===== config.mk =====
export PLATFORM = sky130hd
export DESIGN_NAME = sc_syncpt_cmp
export DESIGN_NICKNAME = d
export VERILOG_FILES = /design/src/rtl/sc_pkg.sv /design/src/rtl/sc_lane_track.sv /design/src/rtl/sc_collect.sv /design/src/rtl/sc_vote.sv /design/src/rtl/sc_syncpt_cmp.sv
export SDC_FILE = /design/constraint.sdc
export NUM_CORES = 1
export LEC_CHECK = 0
export BUFFER_PORTS_ARGS = -buffer_cell sky130_fd_sc_hd__buf_2
export CAP_MARGIN = 15
export CORE_AREA = 10 10 145 147
export DETAILED_ROUTE_END_ITERATION = 8
export DIE_AREA = 0 0 155 157
export HOLD_SLACK_MARGIN = 0.03
export SLEW_MARGIN = 40
export SYNTH_ARGS = -nofsm -noshare
export SYNTH_HDL_FRONTEND = slang
export SYNTH_SLANG_ARGS = --single-unit

===== constraint.sdc =====
create_clock -name clk -period 2.1 [get_ports clk]
set_input_delay 0.315 -clock clk [delete_from_list [all_inputs] [get_ports clk]]
set_output_delay 0.315 -clock clk [all_outputs]
set_load 0.005 [all_outputs]

===== src/rtl/sc_pkg.sv =====
package sc_pkg;
  localparam int LANES = 3;

  typedef enum logic [1:0] {
    V_AGREE = 2'd0,
    V_DIFF  = 2'd1,
    V_ODD   = 2'd2,
    V_NOMAJ = 2'd3
  } verdict_e;
endpackage


===== src/rtl/sc_lane_track.sv =====
module sc_lane_track #(
  parameter int BR_W = 8
) (
  input  logic            clk,
  input  logic            rst_n,
  input  logic [BR_W-1:0] limit_i,
  input  logic            br_i,
  input  logic            irq_i,
  input  logic            acc_i,
  output logic            req_o
);
  logic [BR_W-1:0] cnt_q, cnt_n;
  logic            req_q, req_n;

  always_comb begin
    cnt_n = cnt_q;
    req_n = req_q;
    if (acc_i) begin
      cnt_n = '0;
      req_n = 1'b0;
    end else begin
      if (irq_i) req_n = 1'b1;
      if (br_i && (limit_i != '0)) begin
        if (cnt_q + 1'b1 == limit_i) begin
          cnt_n = '0;
          req_n = 1'b1;
        end else begin
          cnt_n = cnt_q + 1'b1;
        end
      end
    end
  end

  always_ff @(posedge clk or negedge rst_n) begin
    if (!rst_n) begin
      cnt_q <= '0;
      req_q <= 1'b0;
    end else begin
      cnt_q <= cnt_n;
      req_q <= req_n;
    end
  end

  assign req_o = req_q;


  arr_clears_req_chk: assert property (@(posedge clk) disable iff (!rst_n)
    acc_i |=> !req_o);


  req_has_cause_chk: assert property (@(posedge clk) disable iff (!rst_n)
    (req_o && !$past(req_o)) |-> ($past(irq_i) || $past(br_i)));
endmodule


===== src/rtl/sc_collect.sv =====
module sc_collect
  import sc_pkg::*;
#(
  parameter int SIG_W = 16,
  parameter int TMO_W = 8
) (
  input  logic             clk,
  input  logic             rst_n,
  input  logic [LANES-1:0] active_i,
  input  logic [LANES-1:0] arr_i,
  input  logic [SIG_W-1:0] sig_i [LANES],
  input  logic [TMO_W-1:0] timeout_i,
  output logic             all_in_o,
  output logic [SIG_W-1:0] sig_o [LANES],
  output logic [LANES-1:0] tmo_o
);
  logic [LANES-1:0] arrived_q, arrived_n;
  logic [LANES-1:0] take;
  logic [TMO_W-1:0] timer_q, timer_n;
  logic [LANES-1:0] tmo_q, tmo_n;
  logic             started, fire;

  assign started  = |arrived_q;
  assign all_in_o = started && ((active_i & ~arrived_q) == '0);
  assign fire     = started && !all_in_o && (timer_q == timeout_i);

  always_comb begin
    tmo_n = '0;
    if (all_in_o) begin
      take = arr_i & active_i;
    end else if (fire) begin
      take  = '0;
      tmo_n = active_i & ~arrived_q;
    end else begin
      take = arr_i & active_i & ~arrived_q;
    end
    if (all_in_o || fire) arrived_n = take;
    else                  arrived_n = arrived_q | take;
    if (!started || all_in_o || fire) timer_n = '0;
    else                              timer_n = timer_q + 1'b1;
  end

  always_ff @(posedge clk or negedge rst_n) begin
    if (!rst_n) begin
      arrived_q <= '0;
      timer_q   <= '0;
      tmo_q     <= '0;
    end else begin
      arrived_q <= arrived_n;
      timer_q   <= timer_n;
      tmo_q     <= tmo_n;
    end
  end

  for (genvar g = 0; g < LANES; g++) begin : g_sig
    logic [SIG_W-1:0] sig_q;
    always_ff @(posedge clk or negedge rst_n) begin
      if (!rst_n)       sig_q <= '0;
      else if (take[g]) sig_q <= sig_i[g];
    end
    assign sig_o[g] = sig_q;
  end

  assign tmo_o = tmo_q;


  tmo_discards_round_chk: assert property (@(posedge clk) disable iff (!rst_n)
    (|tmo_q) |-> (arrived_q == '0));


  tmo_only_missing_chk: assert property (@(posedge clk) disable iff (!rst_n)
    (|tmo_q) |-> (($past(arrived_q) & tmo_q) == '0));
endmodule


===== src/rtl/sc_vote.sv =====
module sc_vote
  import sc_pkg::*;
#(
  parameter int SIG_W = 16
) (
  input  logic [LANES-1:0] active_i,
  input  logic [SIG_W-1:0] sig_i [LANES],
  output verdict_e         verdict_o,
  output logic [LANES-1:0] odd_o
);
  logic eq01, eq02, eq12, pair_eq;

  assign eq01 = (sig_i[0] == sig_i[1]);
  assign eq02 = (sig_i[0] == sig_i[2]);
  assign eq12 = (sig_i[1] == sig_i[2]);

  always_comb begin
    case (active_i)
      3'b011:  pair_eq = eq01;
      3'b101:  pair_eq = eq02;
      3'b110:  pair_eq = eq12;
      default: pair_eq = 1'b1;
    endcase
  end

  always_comb begin
    verdict_o = V_AGREE;
    odd_o     = '0;
    if (active_i == 3'b111) begin
      if (eq01 && eq02) begin
        verdict_o = V_AGREE;
      end else if (eq01) begin
        verdict_o = V_ODD;
        odd_o     = 3'b100;
      end else if (eq02) begin
        verdict_o = V_ODD;
        odd_o     = 3'b010;
      end else if (eq12) begin
        verdict_o = V_ODD;
        odd_o     = 3'b001;
      end else begin
        verdict_o = V_NOMAJ;
      end
    end else if (!pair_eq) begin
      verdict_o = V_DIFF;
    end
  end
endmodule


===== src/rtl/sc_syncpt_cmp.sv =====
module sc_syncpt_cmp
  import sc_pkg::*;
#(
  parameter int SIG_W = 16,
  parameter int BR_W  = 8,
  parameter int TMO_W = 8
) (
  input  logic             clk,
  input  logic             rst_n,
  input  logic             triple_i,
  input  logic [BR_W-1:0]  br_limit_i,
  input  logic [TMO_W-1:0] timeout_i,
  input  logic [2:0]       br_taken_i,
  input  logic [2:0]       irq_i,
  input  logic [2:0]       arr_i,
  input  logic [SIG_W-1:0] sig0_i,
  input  logic [SIG_W-1:0] sig1_i,
  input  logic [SIG_W-1:0] sig2_i,
  output logic [2:0]       sync_req_o,
  output logic             cmp_done_o,
  output logic             fault_o,
  output logic [2:0]       lock_o,
  output logic             fatal_o
  ,output logic [2:0]      tmo_o
);
  logic [SIG_W-1:0] sig_in [LANES];
  logic [SIG_W-1:0] sig_held [LANES];
  logic [LANES-1:0] active, odd, acc;
  logic [LANES-1:0] lock_q, lock_n;
  logic             done_q, done_n, fault_q, fault_n, fatal_q, fatal_n;
  logic             all_in;
  verdict_e         verdict;

  assign sig_in[0] = sig0_i;
  assign sig_in[1] = sig1_i;
  assign sig_in[2] = sig2_i;

  assign active = triple_i ? ~lock_q : 3'b011;
  assign acc    = arr_i & active;

  for (genvar g = 0; g < LANES; g++) begin : g_lane
    sc_lane_track #(.BR_W(BR_W)) i_track (
      .clk     (clk),
      .rst_n   (rst_n),
      .limit_i (br_limit_i),
      .br_i    (br_taken_i[g]),
      .irq_i   (irq_i[g]),
      .acc_i   (acc[g]),
      .req_o   (sync_req_o[g])
    );
  end

  sc_collect #(.SIG_W(SIG_W), .TMO_W(TMO_W)) i_collect (
    .clk       (clk),
    .rst_n     (rst_n),
    .active_i  (active),
    .arr_i     (arr_i),
    .sig_i     (sig_in),
    .timeout_i (timeout_i),
    .all_in_o  (all_in),
    .sig_o     (sig_held),
    .tmo_o     (tmo_o)
  );

  sc_vote #(.SIG_W(SIG_W)) i_vote (
    .active_i  (active),
    .sig_i     (sig_held),
    .verdict_o (verdict),
    .odd_o     (odd)
  );

  always_comb begin
    done_n  = all_in;
    fault_n = all_in && (verdict != V_AGREE);
    lock_n  = lock_q;
    fatal_n = fatal_q;
    if (all_in && (verdict == V_ODD))   lock_n  = lock_q | odd;
    if (all_in && (verdict == V_NOMAJ)) fatal_n = 1'b1;
  end

  always_ff @(posedge clk or negedge rst_n) begin
    if (!rst_n) begin
      done_q  <= 1'b0;
      fault_q <= 1'b0;
      lock_q  <= '0;
      fatal_q <= 1'b0;
    end else begin
      done_q  <= done_n;
      fault_q <= fault_n;
      lock_q  <= lock_n;
      fatal_q <= fatal_n;
    end
  end

  assign cmp_done_o = done_q;
  assign fault_o    = fault_q;
  assign lock_o     = lock_q;
  assign fatal_o    = fatal_q;


  done_after_full_round_chk: assert property (@(posedge clk) disable iff (!rst_n)
    cmp_done_o |-> $past(all_in));


  fault_with_done_chk: assert property (@(posedge clk) disable iff (!rst_n)
    fault_o |-> cmp_done_o);


  single_lockout_chk: assert property (@(posedge clk) disable iff (!rst_n)
    $onehot0(lock_o));


  lockout_sticky_chk: assert property (@(posedge clk) disable iff (!rst_n)
    (lock_o & $past(lock_o)) == $past(lock_o));


  dual_never_locks_chk: assert property (@(posedge clk) disable iff (!rst_n)
    (lock_o != $past(lock_o)) |-> $past(triple_i));


  fatal_sticky_chk: assert property (@(posedge clk) disable iff (!rst_n)
    fatal_o |=> fatal_o);
endmodule


==> results.md, run 1 <==
- Status: finished, violations left
- Failing checks: negative setup slack
- Post-synth top flop: dfrtp_1
- FF-to-FF setup slack: -0.12 ns
- Worst path slowest cell: a2111oi_4
- Mapped Area: 5320 sq um
- Worst path cell trace: and4_4, a21oi_1, o31a_1, a2111oi_4, a21o_2, nor3_1, a211o_1
- Critical path launch point type: flip-flop
- Hold path startpoint: irq_i[1]
- Max-Cap Viols: 0
- Final Routed Wirelength: ~15,000 microns
- Die footprint: 24,300 sq um
- Skew final: about 0.0085 ns
- Pwr Total: 0.00784 W
- Comb pwr share: a little under two fifths
- Peak supply drop: about 0.00070 V
- Avg WL per Cell: around 17 microns
- CORE AREA: 18,300 sq um
- Placer congestion estimate: about 0.83
- XOR/XNOR Fraction of Synth Area: between 15 and 20%
- Input/output buffers: between 80 and 90
- Vias in the first global route: 4,416
- Layout cell share with drive strength beyond 1: between 40% and 50%
- Initial Utilization: about 29%
- Layout Cells excl Fill: between 900 and 1,000
- Cells after Synth: just over 500
- RSZ-0062 raised after global routing: true
- Data arrival, critical path: around 2.5 ns
- Worst slack, placed: -0.0947 ns
- Synthesized-area fraction occupied by adder cells: 1.13%
- Endpoints failing setup: 26
- Sequential share of power: around two fifths
- Largest family of logic cells by synthesized area: XOR/XNOR gates
- Largest net degree at the start of global routing: 34
- Simple-gate share of the synthesized area: roughly 15%
- Area growth, synth to finish: 37.0%
- Die W: approximately 160 microns
- Antenna violation net count after detailed routing: 0
- Wire length of the first global-routing pass: 22,800 microns
- Final Worst Setup Slack: -0.122 ns
- TritonCTS Buffers: 9
- Worst setup path class: flip-flop to flip-flop
- Hold Crit Class: input port to flip-flop
- Most common cell in the netlist: dfrtp_1
- Final Cycle Share: 106%
- Number of synthesized flops with an enable pin: 0
- Crit path largest cell delay: between 0.4 and 0.5 ns
- Post-DR vias/cell: roughly 4.8
- Compound-gate portion of the synthesized area: between 10% and 20%
- CP Capture Type: flip-flop
- CTS tree: yes
- Slew HR: approximately two thirds
- Pwr dens: 1070 nW/um^2
- Sw Ratio: between 30% and 40%
- IO Count: just under 90
- Clk network pwr share: a little over a fifth
- DRT iter0 DRCs: between 150 and 200
- LEAKAGE: roughly 3.3 nW
- Fmax: 0.450 GHz
- Critical Path Source: g_lane[0].i_track.cnt_q[1]$_DFFE_PN0P_
- Net Sw Power: about 0.0027 W
- # DRC: 0
- DR vias: approximately 4,300
- Fillers: 1,777
- Clock-pin slew on the worst setup and hold paths: ~0.070 ns
- Worst-margin pin slew: around 0.47 ns
- Worst-path maximum fanout: 6
- Syn_area_per_cell: roughly 10 sq um
- Synth unique cells: 56
- CTS Buffer Depth: 2
- Placed insts: between 800 and 900
- Clock root buffer master: clkbuf_16
- Initial antenna violation count: 0
- Mux cell area share after synthesis: 10.3%
- Clk sinks: 95
- Syn Nets: approximately 590
- Top-area cell type share of the netlist area: around 45%
- Grt total ovfl: 0
- WHS: around 0.18 ns
- WP buf/inv: 0
- Worst reg2reg startpoint: g_lane[0].i_track.cnt_q[1]$_DFFE_PN0P_
- ANT cells: 0
- Nets: roughly 750
- Post-synthesis sequential area ratio: around 45%
- Internal Power: approximately 0.0051 W
- Synthesis-stage register bit count: 95
- # rows: 50
- Synth Warn #: 0
- Synth top area cells: dfrtp_1, mux2_2, xnor2_1
- Die Height: ~160 microns
- Max Slew Vio Count: 0
- Clock Latency Late Sink: around 0.36 ns
- Half-perimeter wire length after placement: 10,600 microns
- DR pass1 iterations: 4
- Crit path max-delay family: compound AO/OA/AOI/OAI gates
- Cell taking the most area after synthesis: dfrtp_1
- Async S/R FF share, synth: 100%
- Final min period: 2.22 ns
- Total Routing Usage GR: between 10% and 20%
- Most instantiated cells after synthesis: dfrtp_1, xnor2_1, mux2_2, xor2_1, nand2_1
- Critical Path RT: 2.34 ns
- Final hold vios: 0
- H-tree levels: 3
==> area by class of cell <==
type / instances / area [sq um] / share of cell area (%)
clock inverters: 7 / 78.8 / 1.08
repair buffers: 165 / 1160 / 15.9
well taps: 234 / 293 / 4.02
inverters: 12 / 45.0 / 0.618
multi-input cells: 382 / 3110 / 42.6
flip-flops and latches: 95 / 2380 / 32.7
clock buffers: 9 / 225 / 3.09
==> kinds of logic (layout without fill, tap and decap cells) <==
logic type | after synthesis | count (layout)
AOI/OAI and AO/OA | 81 | 82
xor gates and xnor gates | 91 | 91
adders and majority gates | 5 | 5
buffers and inverters | 36 | 193
DFF | 95 | 95
muxes | 49 | 49
and+or+nand+nor | 154 | 155
==> through the flow <==
step,setup TNS [ns],instance area (sq um),util [%]
2_1_floorplan,-0.0304,5380,-
3_3_place_gp,-1.13,6450,35.2
3_5_place_dp,-2.13,6450,35.2
4_1_cts,-0.417,6880,37.5
5_1_grt,-4.03,7290,39.8
6_report,-1.40,7290,39.8
==> registers in the layout, indices dropped and copies added, names as in the netlist <==
signal	cells
i_collect.arrived_q	3
i_collect.tmo_o	3
fatal_o	1
lock_o	3
i_collect.timer_q	8
g_lane.i_track.cnt_q	24
i_collect.g_sig.sig_q	48
cmp_done_o	1
fault_o	1
g_lane.i_track.req_o	3
==> tightest hold or removal path, delay by kind of cell <==
kind | cells | cell delay [ns]
and+or+nand+nor | 1 | 0.07
AOI/OAI and AO/OA | 1 | 0.04
buffers and inverters | 1 | 0.08
==> power by group through the flow <==
| stage | combinational, W | clock (W) | sequential, W |
|---|---|---|---|
| final | 0.00301 | 0.00172 | 0.00311 |
| after CTS | 0.00256 | 0.00178 | 0.00307 |
| after floorplan | 0.00184 | 0 | 0.00296 |
| after detailed placement | 0.00251 | 0 | 0.00311 |
| after global placement | 0.00248 | 0 | 0.00308 |
| after global routing | 0.00326 | 0.00186 | 0.00320 |
==> cell usage in the layout, fill, tap and decap left out, types with 12 or more instances in the layout <==
cell type	netlist	routed
mux2_4	0	27
buf_2	9	86
clkbuf_16	0	13
xor2_1	36	35
nand4_1	12	12
xnor2_1	54	54
a21o_1	11	12
mux2_2	48	21
buf_4	5	67
nor2_1	28	25
nand2_1	32	30
inv_1	12	12
nand3_1	21	19
o21ai_0	24	13
dfrtp_1	95	89
==> worst paths after layout <==
path | endpoint | cells after the start
worst min register to register | g_lane[1].i_track.req_o$_DFF_PN0_ | 2
max in group asynchronous | g_lane[1].i_track.cnt_q[4]$_DFFE_PN0P_ | 3
worst max-delay path | g_lane[0].i_track.cnt_q[7]$_DFFE_PN0P_ | 7
min in group asynchronous | g_lane[0].i_track.cnt_q[2]$_DFFE_PN0P_ | 2
worst max register to register | g_lane[0].i_track.cnt_q[7]$_DFFE_PN0P_ | 7
worst min-delay path | g_lane[1].i_track.req_o$_DFF_PN0_ | 3
==> per-layer routing <==
layer	vias up	track usage [%]	share of wire (%)
li1	2119	-	-
met1	2074	14.8	45
met2	101	18.3	47
met3	15	4.83	6.8
met4	0	2.61	0.83
met5	-	0	0
==> what timing repair did <==
item	4_1_cts	5_1_grt
endpoints found under the hold margin	29	0
pin swaps	7	14
endpoints found under the setup margin	39	70
resized for setup	16	69
hold buffers	1	0
buffers inserted	4	11
cloned	1	6
No activity file was read; power rests on OpenSTA's default activity.
==> run 2, diff against run 1 <==
--- a/config.mk
+++ b/config.mk
@@ -7,11 +7,12 @@
 export LEC_CHECK = 0
 export BUFFER_PORTS_ARGS = -buffer_cell sky130_fd_sc_hd__buf_2
 export CAP_MARGIN = 15
-export CORE_AREA = 10 10 145 147
+export CORE_AREA = 10 10 149 151
 export DETAILED_ROUTE_END_ITERATION = 8
-export DIE_AREA = 0 0 155 157
+export DIE_AREA = 0 0 159 161
 export HOLD_SLACK_MARGIN = 0.03
 export SLEW_MARGIN = 40
 export SYNTH_ARGS = -nofsm -noshare
 export SYNTH_HDL_FRONTEND = slang
+export SYNTH_HIERARCHICAL = 1
 export SYNTH_SLANG_ARGS = --single-unit
==> results.md, run 2 <==
- Internal Power: 0.00455 W
- Worst-path maximum fanout: 4
- Synth unique cells: approximately 50
- Largest register FFs: 48
- Commonest non-fill, non-tap cells in the layout: dfrtp_1, buf_2, xnor2_1
- Reg2reg path depth: 6
- Most instantiated cells after synthesis: dfrtp_1, xnor2_1, nand2_1, o21ai_0, mux2_2
- WHS: 0.182 ns
- Fmax: between 0.4 and 0.5 GHz
- Mapped Area: roughly 5700 sq um
- Final hold vios: 0
- Highest metal used: met5
- Post-synth top flop: dfrtp_1
- Initial Utilization: between 20 and 30%
- Placed insts: 930
- Clock Latency Late Sink: between 0.3 and 0.4 ns
- Largest net degree at the start of global routing: 57
- CTS tree: yes
- Critical Path Source: g_lane[2].i_track/cnt_q[1]$_DFFE_PN0P_
- Leading cell type in the layout, fill and taps excluded: dfrtp_1
- Area growth, synth to finish: 29.2%
- Top-area cell type share of the netlist area: a little over two fifths
- Net Sw Power: 0.00218 W
- TritonCTS Buffers: 9
- Placer congestion estimate: ~0.84
- Data arrival, critical path: 2.35 ns
- Most flop-heavy register: i_collect/g_sig.sig_q
- Max Slew Vio Count: 0
- Wire length of the first global-routing pass: approximately 24,000 microns
- Final Cycle Share: between 90 and 100%
- Worst setup path class: flip-flop to flip-flop
- Skew final: a little under 0.007 ns
- Post-synthesis sequential area ratio: between 40% and 50%
- Met3 wire length: roughly 780 microns
- Syn_area_per_cell: roughly 11 sq um
- IO Count: 88
- CP endpoint: g_lane[2].i_track/req_o$_DFF_PN0_
- Input/output buffers: between 80 and 90
- Synth top area cells: dfrtp_1, xnor2_1, mux2_2
- Nets: between 700 and 800
- Avg WL per Cell: between 15 and 20 microns
- Total Routing Usage GR: about 11%
- Layout Cells excl Fill: approximately 950
- Worst reg2reg startpoint: g_lane[2].i_track/cnt_q[1]$_DFFE_PN0P_
- M1 wire length: around 7100 microns
- Most common cell in the netlist: dfrtp_1
- Critical Path RT: 2.39 ns
- Hold Crit Class: input port to flip-flop
- H-tree levels: 3
- Async S/R FF share, synth: between 90% and 100%
- Clock root buffer master: clkbuf_16
- Max-Cap Viols: 0
- CORE AREA: a little under 20,000 sq um
- DR vias: 4,415
- Cells after Synth: around 540
- Sw Ratio: between 30% and 40%
- Number of synthesized flops with an enable pin: 0
- Peak supply drop: approximately 0.00055 V
- Endpoints failing setup: 0
- Status: completed
- Top Registers: i_collect/g_sig.sig_q (48), g_lane.i_track/cnt_q (24), i_collect/timer_q (8)
- ANT cells: 0
- Worst-margin pin slew: between 0.3 and 0.4 ns
- # rows: ~50
- Clock-pin slew on the worst setup and hold paths: about 0.080 ns
- Antenna violation net count after detailed routing: 0
- Hold path startpoint: sig0_i[2]
- Slew HR: between 70% and 80%
- Half-perimeter wire length after placement: ~11,000 microns
- Die footprint: 25,600 sq um
- Layout cell share with drive strength beyond 1: roughly 39%
- # DRC: 0
- Final Routed Wirelength: roughly 14,000 microns
- CTS Buffer Depth: 2
- Clk sinks: 95
- Critical path launch point type: flip-flop
- DR pass1 iterations: 6
- CP Capture Type: flip-flop
- Cell taking the most area after synthesis: dfrtp_1
- Reg-to-reg endpoint: g_lane[2].i_track/req_o$_DFF_PN0_
- Synth Warn #: 6
- Grt total ovfl: 0
- Vias in the first global route: between 4,000 and 5,000
- Final min period: between 2 and 2.5 ns
- Die W: 159 microns
- Die Height: about 160 microns
- LEAKAGE: just over 3 nW
- FF-to-FF setup slack: about 0.035 ns
- Met2 Wirelength: approximately 6500 microns
- DRT iter0 DRCs: about 250
- Sequential share of power: about two fifths
- Comb pwr share: 32.8%
- Initial antenna violation count: 1
- Synthesis-stage register bit count: 95
- Clk network pwr share: about a quarter
- Post-DR vias/cell: between 4 and 5
- RSZ-0062 raised after global routing: true
- Pwr dens: roughly 900 nW/um^2
- Syn Nets: 618
-- run 2: power groups by stage --
| stage | registers [W] | clock network (W) | logic (W) |
|---|---|---|---|
| 2_1_floorplan | 0.00270 | 0 | 0.00156 |
| 6_report | 0.00277 | 0.00176 | 0.00220 |
| 3_3_place_gp | 0.00278 | 0 | 0.00208 |
| 3_5_place_dp | 0.00279 | 0 | 0.00212 |
| 4_1_cts | 0.00276 | 0.00182 | 0.00218 |
| 5_1_grt | 0.00283 | 0.00189 | 0.00243 |
-- run 2: through the flow --
stage | utilization [%] | TNS (ns) | total power [W] | setup slack [ns] | cell area [sq um]
after floorplan | - | 0 | 0.00425 | 0.0803 | 5690
after global placement | 35.5 | -0.559 | 0.00486 | -0.0345 | 6810
after global routing | 38.2 | -0.0655 | 0.00715 | -0.0399 | 7350
after CTS | 37.5 | 0 | 0.00676 | 0.0173 | 7200
final | 38.2 | 0 | 0.00673 | 0.0347 | 7350
after detailed placement | 35.5 | -1.43 | 0.00491 | -0.0894 | 6810
-- run 2: critical path, cell delays in order (launching register included) --
cell and delay [ns]:
dfrtp_1 0.41, ha_4 0.26, xor2_2 0.18, a2111oi_4 0.40
o2111ai_4 0.22, or3_4 0.42, a21oi_2 0.11
-- run 2: how the worst min path moves through the flow --
stage                     cells after the start  slack (ns)                                 endpoint
after global placement                        1        0.19  i_collect/g_sig[1].sig_q[6]$_DFFE_PN0P_
after CTS                                     2        0.17  i_collect/g_sig[0].sig_q[2]$_DFFE_PN0P_
after floorplan                               0        0.02                     cmp_done_o$_DFF_PN0_
after global routing                          2        0.17  i_collect/g_sig[2].sig_q[9]$_DFFE_PN0P_
after detailed placement                      1        0.19  i_collect/g_sig[2].sig_q[2]$_DFFE_PN0P_
final                                         2        0.18  i_collect/g_sig[0].sig_q[2]$_DFFE_PN0P_
-- run 2: area by class of cell --
| type | instances | area, sq um |
|---|---|---|
| inverters | 5 | 18.8 |
| clock buffers | 9 | 225 |
| flip-flops and latches | 95 | 2380 |
| fillers | 1898 | 11900 |
| clock inverters | 7 | 86.3 |
| well taps | 265 | 332 |
| multi-input cells | 414 | 3270 |
| repair buffers | 158 | 1030 |
-- run 2: kinds of logic after synthesis --
family / count (synthesis) / share of synthesized area [%]
and+or+nand+nor: 180 / 17.4
xor gates and xnor gates: 95 / 14.6
DFF: 95 / 41.8
AOI/OAI and AO/OA: 87 / 11.2
muxes: 48 / 10.8
buffers and inverters: 29 / 3.21
adders and majority gates: 4 / 0.880
-- run 2: routing by layer --
| layer | vias to the layer above | track usage [%] |
|---|---|---|
| met4 | 2 | 3.29 |
| met2 | 88 | 17.5 |
| met5 | - | 0 |
| met3 | 12 | 3.71 |
| met1 | 2108 | 15.0 |
| li1 | 2205 | - |
-- run 2: repair_timing --
item	CTS	global route
hold buffers	1	0
pin swaps	6	27
resized for setup	7	29
endpoints found under the hold margin	13	0
buffers inserted	1	5
endpoints found under the setup margin	30	54
